## config.mk

```make
export PLATFORM = sky130hd
export DESIGN_NAME = hvs_chan_regs
export DESIGN_NICKNAME = d
export VERILOG_FILES = /design/src/rtl/hvs_pkg.sv /design/src/rtl/hvs_chan_seq.sv /design/src/rtl/hvs_irq_flags.sv /design/src/rtl/hvs_chan_regs.sv
export SDC_FILE = /design/constraint.sdc
export NUM_CORES = 1
export LEC_CHECK = 0
export ABC_AREA = 1
export CAP_MARGIN = 20
export CORE_AREA = 2 2 114 116
export CTS_BUF_LIST = sky130_fd_sc_hd__clkbuf_16
export CTS_CLUSTER_SIZE = 30
export DETAILED_ROUTE_END_ITERATION = 6
export DIE_AREA = 0 0 116 118
export PLACE_DENSITY = 0.69
export SLEW_MARGIN = 5
export SYNTH_ARGS = -nofsm -noshare
export SYNTH_HDL_FRONTEND = slang
export SYNTH_HIERARCHICAL = 1
export SYNTH_SLANG_ARGS = --single-unit
```

## constraint.sdc

```tcl
create_clock -name clk -period 2.1 [get_ports clk]
set_input_delay 0.42 -clock clk [delete_from_list [all_inputs] [get_ports clk]]
set_output_delay 0.42 -clock clk [all_outputs]
set_load 0.01 [all_outputs]
```

## src/rtl/hvs_pkg.sv

```systemverilog
package hvs_pkg;
  localparam int NCH    = 3;
  localparam int ADDR_W = $clog2(2 + 2 * NCH);
  localparam int NFLAG  = 3 * NCH;

  localparam logic [ADDR_W-1:0] A_GCTRL = ADDR_W'(0);
  localparam logic [ADDR_W-1:0] A_GSTAT = ADDR_W'(1);
  localparam int A_CTRL0 = 2;
  localparam int A_STAT0 = 2 + NCH;

  // global control bit layout
  localparam int GC_MASTER = 0;
  localparam int GC_EOF    = 1;
  localparam int GC_EOL    = 1 + NCH;
  localparam int GC_UF     = 1 + 2 * NCH;
  localparam int GC_MUX    = 12;

  // channel control bit layout
  localparam int CC_EN  = 31;
  localparam int CC_RST = 30;
  localparam int CC_ONE = 29;

  localparam logic [1:0] MUX_OFF = 2'd3;

  typedef enum logic [1:0] {
    MODE_OFF  = 2'd0,
    MODE_WAIT = 2'd1,
    MODE_RUN  = 2'd2
  } chmode_e;
endpackage

```

## src/rtl/hvs_chan_seq.sv

```systemverilog
module hvs_chan_seq
  import hvs_pkg::*;
#(
  parameter int DIM_W = 12
) (
  input  logic             clk,
  input  logic             rst_n,
  input  logic             wr_en,
  input  logic [31:0]      wdata,
  input  logic             master_en,
  input  logic             vstart,
  input  logic             eof,
  output logic             en_q,
  output logic             rst_q,
  output logic             oneshot_q,
  output logic [DIM_W-1:0] width_q,
  output logic [DIM_W-1:0] height_q,
  output logic [1:0]       mode_o
);
  chmode_e mode_q, mode_d;
  logic    live, shot_done;

  assign live      = en_q && !rst_q && master_en;
  assign shot_done = live && (mode_q == MODE_RUN) && eof && oneshot_q;
  assign mode_o    = mode_q;

  always_ff @(posedge clk or negedge rst_n) begin
    if (!rst_n) begin
      en_q      <= 1'b0;
      rst_q     <= 1'b0;
      oneshot_q <= 1'b0;
      width_q   <= '0;
      height_q  <= '0;
    end else if (wr_en) begin
      en_q      <= wdata[CC_EN];
      rst_q     <= wdata[CC_RST];
      oneshot_q <= wdata[CC_ONE];
      width_q   <= wdata[DIM_W-1:0];
      height_q  <= wdata[2*DIM_W-1:DIM_W];
    end else if (shot_done) begin
      en_q <= 1'b0;
    end
  end

  always_comb begin
    mode_d = mode_q;
    if (!live) begin
      mode_d = MODE_OFF;
    end else begin
      case (mode_q)
        MODE_OFF:  mode_d = MODE_WAIT;
        MODE_WAIT: if (vstart) mode_d = MODE_RUN;
        MODE_RUN:  if (eof) mode_d = oneshot_q ? MODE_OFF : MODE_WAIT;
        default:   mode_d = MODE_OFF;
      endcase
    end
  end

  always_ff @(posedge clk or negedge rst_n) begin
    if (!rst_n) mode_q <= MODE_OFF;
    else        mode_q <= mode_d;
  end
endmodule

```

## src/rtl/hvs_irq_flags.sv

```systemverilog
module hvs_irq_flags #(
  parameter int NF = 9
) (
  input  logic          clk,
  input  logic          rst_n,
  input  logic [NF-1:0] set_vec,
  input  logic          clr_we,
  input  logic [NF-1:0] clr_mask,
  input  logic [NF-1:0] en_vec,
  output logic [NF-1:0] flags_q,
  output logic          irq_o
);
  logic [NF-1:0] flags_d;

  always_comb begin
    flags_d = flags_q;
    if (clr_we) flags_d = flags_d & ~clr_mask;
    flags_d = flags_d | set_vec;
  end

  always_ff @(posedge clk or negedge rst_n) begin
    if (!rst_n) begin
      flags_q <= '0;
      irq_o   <= 1'b0;
    end else begin
      flags_q <= flags_d;
      irq_o   <= |(flags_q & en_vec);
    end
  end
endmodule

```

## src/rtl/hvs_chan_regs.sv

```systemverilog
module hvs_chan_regs
  import hvs_pkg::*;
#(
  parameter int DIM_W = 12
) (
  input  logic              clk,
  input  logic              rst_n,
  input  logic              reg_we,
  input  logic [ADDR_W-1:0] reg_addr,
  input  logic [31:0]       reg_wdata,
  output logic [31:0]       reg_rdata,
  input  logic [NCH-1:0]    vstart_i,
  input  logic [NCH-1:0]    eol_i,
  input  logic [NCH-1:0]    eof_i,
  input  logic [NCH-1:0]    uflow_i,
  input  logic [NCH-1:0]    fifo_empty_i,
  input  logic [NCH-1:0]    fifo_full_i,
  output logic [NCH-1:0]    ch_active_o,
  output logic [NCH-1:0]    ch_flush_o,
  output logic              out4_en_o,
  output logic [1:0]        out4_src_o,
  output logic              irq_o
);
  localparam int DIM2 = 2 * DIM_W;

  logic           master_q;
  logic [NCH-1:0] eof_en_q, eol_en_q, uf_en_q;
  logic [1:0]     mux_q;
  logic           wr_g, wr_s;

  logic [NCH-1:0]   en_v, rst_v, os_v, off_v;
  logic [DIM_W-1:0] w_v [NCH];
  logic [DIM_W-1:0] h_v [NCH];
  logic [2*NCH-1:0] mode_flat;
  logic [NCH-1:0]   uf_set, eof_set, eol_set;
  logic [NFLAG-1:0] flag_q;

  assign wr_g = reg_we && (reg_addr == A_GCTRL);
  assign wr_s = reg_we && (reg_addr == A_GSTAT);

  always_ff @(posedge clk or negedge rst_n) begin
    if (!rst_n) begin
      master_q <= 1'b0;
      eof_en_q <= '0;
      eol_en_q <= '0;
      uf_en_q  <= '0;
      mux_q    <= MUX_OFF;
    end else if (wr_g) begin
      master_q <= reg_wdata[GC_MASTER];
      eof_en_q <= reg_wdata[GC_EOF +: NCH];
      eol_en_q <= reg_wdata[GC_EOL +: NCH];
      uf_en_q  <= reg_wdata[GC_UF +: NCH];
      mux_q    <= reg_wdata[GC_MUX +: 2];
    end
  end

  for (genvar c = 0; c < NCH; c++) begin : g_ch
    logic [1:0] mode_c;
    logic       wr_c;
    assign wr_c = reg_we && (reg_addr == ADDR_W'(A_CTRL0 + c));

    hvs_chan_seq #(.DIM_W(DIM_W)) u_seq (
      .clk       (clk),
      .rst_n     (rst_n),
      .wr_en     (wr_c),
      .wdata     (reg_wdata),
      .master_en (master_q),
      .vstart    (vstart_i[c]),
      .eof       (eof_i[c]),
      .en_q      (en_v[c]),
      .rst_q     (rst_v[c]),
      .oneshot_q (os_v[c]),
      .width_q   (w_v[c]),
      .height_q  (h_v[c]),
      .mode_o    (mode_c)
    );

    assign mode_flat[2*c +: 2] = mode_c;
    assign off_v[c]       = (mode_c == MODE_OFF);
    assign ch_active_o[c] = (mode_c == MODE_RUN);
    assign uf_set[c]      = uflow_i[c] && !off_v[c];
    assign eof_set[c]     = eof_i[c] && (mode_c == MODE_RUN);
    assign eol_set[c]     = eol_i[c] && (mode_c == MODE_RUN);
  end

  hvs_irq_flags #(.NF(NFLAG)) u_flags (
    .clk      (clk),
    .rst_n    (rst_n),
    .set_vec  ({eol_set, eof_set, uf_set}),
    .clr_we   (wr_s),
    .clr_mask (reg_wdata[NFLAG-1:0]),
    .en_vec   ({eol_en_q, eof_en_q, uf_en_q}),
    .flags_q  (flag_q),
    .irq_o    (irq_o)
  );

  assign ch_flush_o = rst_v;
  assign out4_src_o = mux_q;
  assign out4_en_o  = (mux_q != MUX_OFF);

  always_comb begin
    reg_rdata = '0;
    if (reg_addr == A_GCTRL) begin
      reg_rdata[GC_MASTER]      = master_q;
      reg_rdata[GC_EOF +: NCH]  = eof_en_q;
      reg_rdata[GC_EOL +: NCH]  = eol_en_q;
      reg_rdata[GC_UF +: NCH]   = uf_en_q;
      reg_rdata[GC_MUX +: 2]    = mux_q;
    end else if (reg_addr == A_GSTAT) begin
      reg_rdata[NFLAG-1:0] = flag_q;
    end
    for (int c = 0; c < NCH; c++) begin
      if (reg_addr == ADDR_W'(A_CTRL0 + c)) begin
        reg_rdata[CC_EN]         = en_v[c];
        reg_rdata[CC_RST]        = rst_v[c];
        reg_rdata[CC_ONE]        = os_v[c];
        reg_rdata[DIM_W-1:0]     = w_v[c];
        reg_rdata[DIM2-1:DIM_W]  = h_v[c];
      end
      if (reg_addr == ADDR_W'(A_STAT0 + c)) begin
        reg_rdata[1:0] = mode_flat[2*c +: 2];
        reg_rdata[2]   = off_v[c] ? 1'b1 : fifo_empty_i[c];
        reg_rdata[3]   = off_v[c] ? 1'b0 : fifo_full_i[c];
      end
    end
  end
endmodule

```

==> results.txt <==
- Status: completed
- Final cell count without fillers: 849
- Measured along the x axis, the die boundary spans 116 um.
- Setup Slack @ Placement: -0.666 ns
- The clock reaches the later pin of the worst-skew pair after 0.36 ns.
- Detailed-route DRC error count: 0
* Nets: 727
- Setup repair after global routing could not meet its margin everywhere.
- Along the worst path, the maximum fanout reaches 4.
* P per Cell Area: 830 nW/um^2
- Averaged over all synthesized cells, the footprint is 10.3 um^2.
* Fraction of power consumed by sequential logic: 48.1%
* Worst VDD drop: 0.563 mV
- Cell type of the slowest stage on the worst timing path: nor2_4
* Type of origin of the critical path: input pin
- The path class of the tightest hold or removal check is in2async.
- Clk slew on worst S/H paths: 0.08 ns
* Leading cell types by total area after synthesis: dfrtp_1 49%, mux2_2 12%, nand2_1 8.8%
- Routability-driven placement finished with a final weighted congestion of 0.898.
* Achievable clock frequency: 490 MHz
- Once layout is done, the placed cells without fillers occupy 7260 um^2.
- For this block, the routed nets add up to 14300 um of wire.
* Total cell area at the placement stage: 6830 um^2
- Via density: 5.13
- Longest individual stage delay on the worst path: 0.15 ns
- The routed layout has 4359 vias.
- The count of buffers added on input and output ports is 87.
- The critical path in this run is classified as in2out.
* Min Clock Period, post-route: 2.04 ns
- Placeable core region: 12400 um^2
- Cells along the critical path: buf_2 > buf_6 > nor2_4 > buf_6 > buf_4 > nand3_2 > nand2_2 > nor2_2 > nand2_1 > nand2_1 > nand4_1 > buf_2
* Number of instances in the synthesized netlist: 534
- Routed length per placed instance: 16.9 um
* Most common flop cell mapped by yosys: dfrtp_1
- Initial core utilization: 44.1%
- In the final layout, the multi-input gates occupy 2460 um^2.
- Pin placement for this block handled 98 I/O pins.
- The initialized floorplan defines 41 standard-cell rows.
- Die area: 13700 um^2
- The number of antenna violations at the first check in global routing was 1.
* Post-route setup slack: 0.0602 ns
* Total gr overflow: 0
- Signal arrival time at the worst endpoint: 1.62 ns
- Summing the areas of all xor and xnor instances in the mapped netlist gives 0% of the synthesized area.
- Final setup fails: 0
- The number of placed instances, taps included, is 818.
- Leak Pwr: 3.48 nW
- Router iterations before antenna repair: 6
- Compared with the post-synthesis result, the final layout area differs by 32.6%.
* Final hold violation count: 0
- The post-route netlist has 30.3% of its cells at a drive strength greater than 1.
* Fraction of the yosys area taken by sequential cells: 49.9%
- Number of DRC markers in iteration 0: 267
* Filler cells: 1047
- Between clock sinks in the finished design, the worst skew comes to 0.00714 ns.
* Worst reg2reg path depth: 6
- Global-route wire length before repair: 23200 um
- DP HPWL: 10100 um
- Synthesized-area fraction occupied by adder cells: 0%
- Critical path data required time: 1.68 ns
* Worst reg-to-reg setup slack: 0.89 ns
* Total number of clock tree sinks: 109
* Combinational family with the most area after synthesis: multiplexers
- Registers take 2730 um^2.
- Number of global-route vias before repair: 4482
- Max-cap violations in this run came to 0.
* Total Routing Usage GR: 21.9%
- The number of pins with negative max-slew slack in the final report was 0.
- Clk network pwr share: 29.0%
- TritonCTS built the clock tree.
- After layout, the worst path uses 97.1% of the clock period.
- Compound-Gate Fraction of Synth Area: 4.71%
* Largest net degree at the start of global routing: 62
- In the synthesized netlist, the cells that appear most often are 128 x nand2_1, 107 x dfrtp_1, 59 x mux2_2, 41 x nor2_1, 36 x inv_1.
- CTS built an H-tree with a depth of 3.
- After synthesis the netlist holds a flip-flop and latch count of 109.
- Internal power comes to 4.30 mW.
- Clock tree root driver cell: clkbuf_16
* FF-to-FF End: g_ch[1].u_seq/mode_o[0]
- The portion of synthesized area spent on multiplexers is 19.8%.
* Die Span Y: 118 um
- Number of clock buffers inserted by TritonCTS: 9
- For this run, asynchronously set or reset flops after synthesis account for 100%.
* Synthesis Warnings: 6
* Library cell with the highest instance count after synthesis: nand2_1
* Area share of the leading cell type in the synthesized netlist: 48.9%
* Type of destination of the critical path: output port
- The synthesized netlist occupies a cell area of 5470 um^2.
- In this run, synthesis inferred 0 flip-flops with an integrated enable.
- In this run switching power makes up 28.6% of total power.
- In this run, the combinational gates consume 23.0% of the power.
- DRT antenna net count: 0
- The worst register-to-register path begins at master_q.
- Maximum clock path buffer count: 2
* Net Switching: 1.72 mW
* Simple-Gate Fraction of Synth Area: 19.1%
- dfrtp_1 takes more of the synthesized area than any other cell.
- Counting distinct cell types in the post-synthesis netlist gives 32.
-- registers in the layout, indices dropped and copies added (netlist names) --
register              cells
g_ch.u_seq/en_q           3
g_ch.u_seq/height_q      36
g_ch.u_seq/oneshot_q      3
g_ch.u_seq/width_q       36
eol_en_q                  3
eof_en_q                  3
uf_en_q                   3
g_ch.u_seq/mode_o         6
out4_src_o                2
master_q                  1
u_flags/irq_o             1
g_ch.u_seq/rst_q          3
u_flags/flags_q           9
-- kinds of logic (layout without fill, tap and decap cells) --
family | count (synthesis) | in the layout
compound gates | 39 | 39
buf+inv | 65 | 203
flops | 109 | 109
mux | 87 | 87
other cells | 1 | 6
simple gates | 233 | 233
-- routing by layer --
| layer | global-route usage [%] | vias to the layer above | share of wire, % | routed length (um) |
|---|---|---|---|---|
| met4 | 8.26 | 0 | 3.0 | 424 |
| met5 | 0 | - | 0 | 0 |
| met1 | 29.2 | 2096 | 43 | 6170 |
| li1 | - | 2073 | - | - |
| met3 | 6.54 | 28 | 6.5 | 938 |
| met2 | 33.8 | 162 | 47 | 6810 |
-- power by group through the flow --
stage | clock network [mW] | registers (mW) | logic [mW]
floorplan | 0 | 2.85 | 0.798
global placement | 0 | 2.90 | 1.36
detailed placement | 0 | 2.92 | 1.40
CTS | 1.77 | 2.89 | 1.39
global route | 1.85 | 2.95 | 1.51
finish | 1.74 | 2.89 | 1.38
-- layout by cell type, fill, tap and decap left out, types with 2 or more instances in the layout --
master and instances:
a22oi_2 2, clkdlybuf4s50_1 56, nand2_1 125, nand4_1 27
nand2_2 4, buf_2 10, o21ai_0 8, clkdlybuf4s15_1 9
nor3_4 2, inv_2 4, dfstp_2 2, nor2_4 2
mux2_2 59, dfrtp_1 107, and3_1 2, buf_6 3
clkbuf_2 5, nor3b_1 4, nor2_2 4, a22oi_1 13
inv_4 2, mux2_4 28, dlygate4sd2_1 6, clkinv_4 3
a21o_1 9, conb_1 5, clkbuf_16 9, inv_1 33
o21ai_1 2, buf_12 11, a21oi_1 4, buf_4 46
nand3_2 2, nand3_1 21, nor2_1 36
-- worst max-delay path, delay by kind of cell --
family	cells	cell delay, ns
buf+inv	5	0.63
simple gates	7	0.56
-- cell type report --
type,instances,area share (%)
diodes,1,0.0345
clock buffers,9,3.10
clock inverters,7,1.03
inverters,40,2.22
multi-input cells,364,33.9
flip-flops and latches,109,37.6
well taps,172,2.97
repair buffers,147,19.1
-- repair_timing --
item,4_1_cts,5_1_grt
buffers inserted,10,3
hold buffers,1,0
endpoints found under the setup margin,27,23
pin swaps,6,5
gates resized for setup,87,19
hold endpoints to repair,6,0
-- through the flow --
step                utilization [%]  setup TNS [ns]  hold slack [ns]  total power [mW]
finish                         58.5               0            0.413              6.02
global route                   58.5         -0.0243            0.418              6.32
CTS                            58.4               0            0.412              6.04
detailed placement             55.0          -32.78            0.261              4.32
global placement               55.0          -30.36            0.257              4.26
floorplan                         -               0            0.124              3.65
-- worst max path at each step --
stage                     slack (ns)      endpoint   startpoint
after floorplan                 0.49  reg_rdata[6]  reg_addr[2]
after global placement         -0.64  reg_rdata[2]  reg_addr[0]
after detailed placement       -0.67  reg_rdata[3]  reg_addr[0]
after CTS                    0.00003  reg_rdata[7]  reg_addr[2]
after global routing           -0.02  reg_rdata[3]  reg_addr[2]
final                           0.06  reg_rdata[3]  reg_addr[1]
No activity file was read; power rests on OpenSTA's default activity.
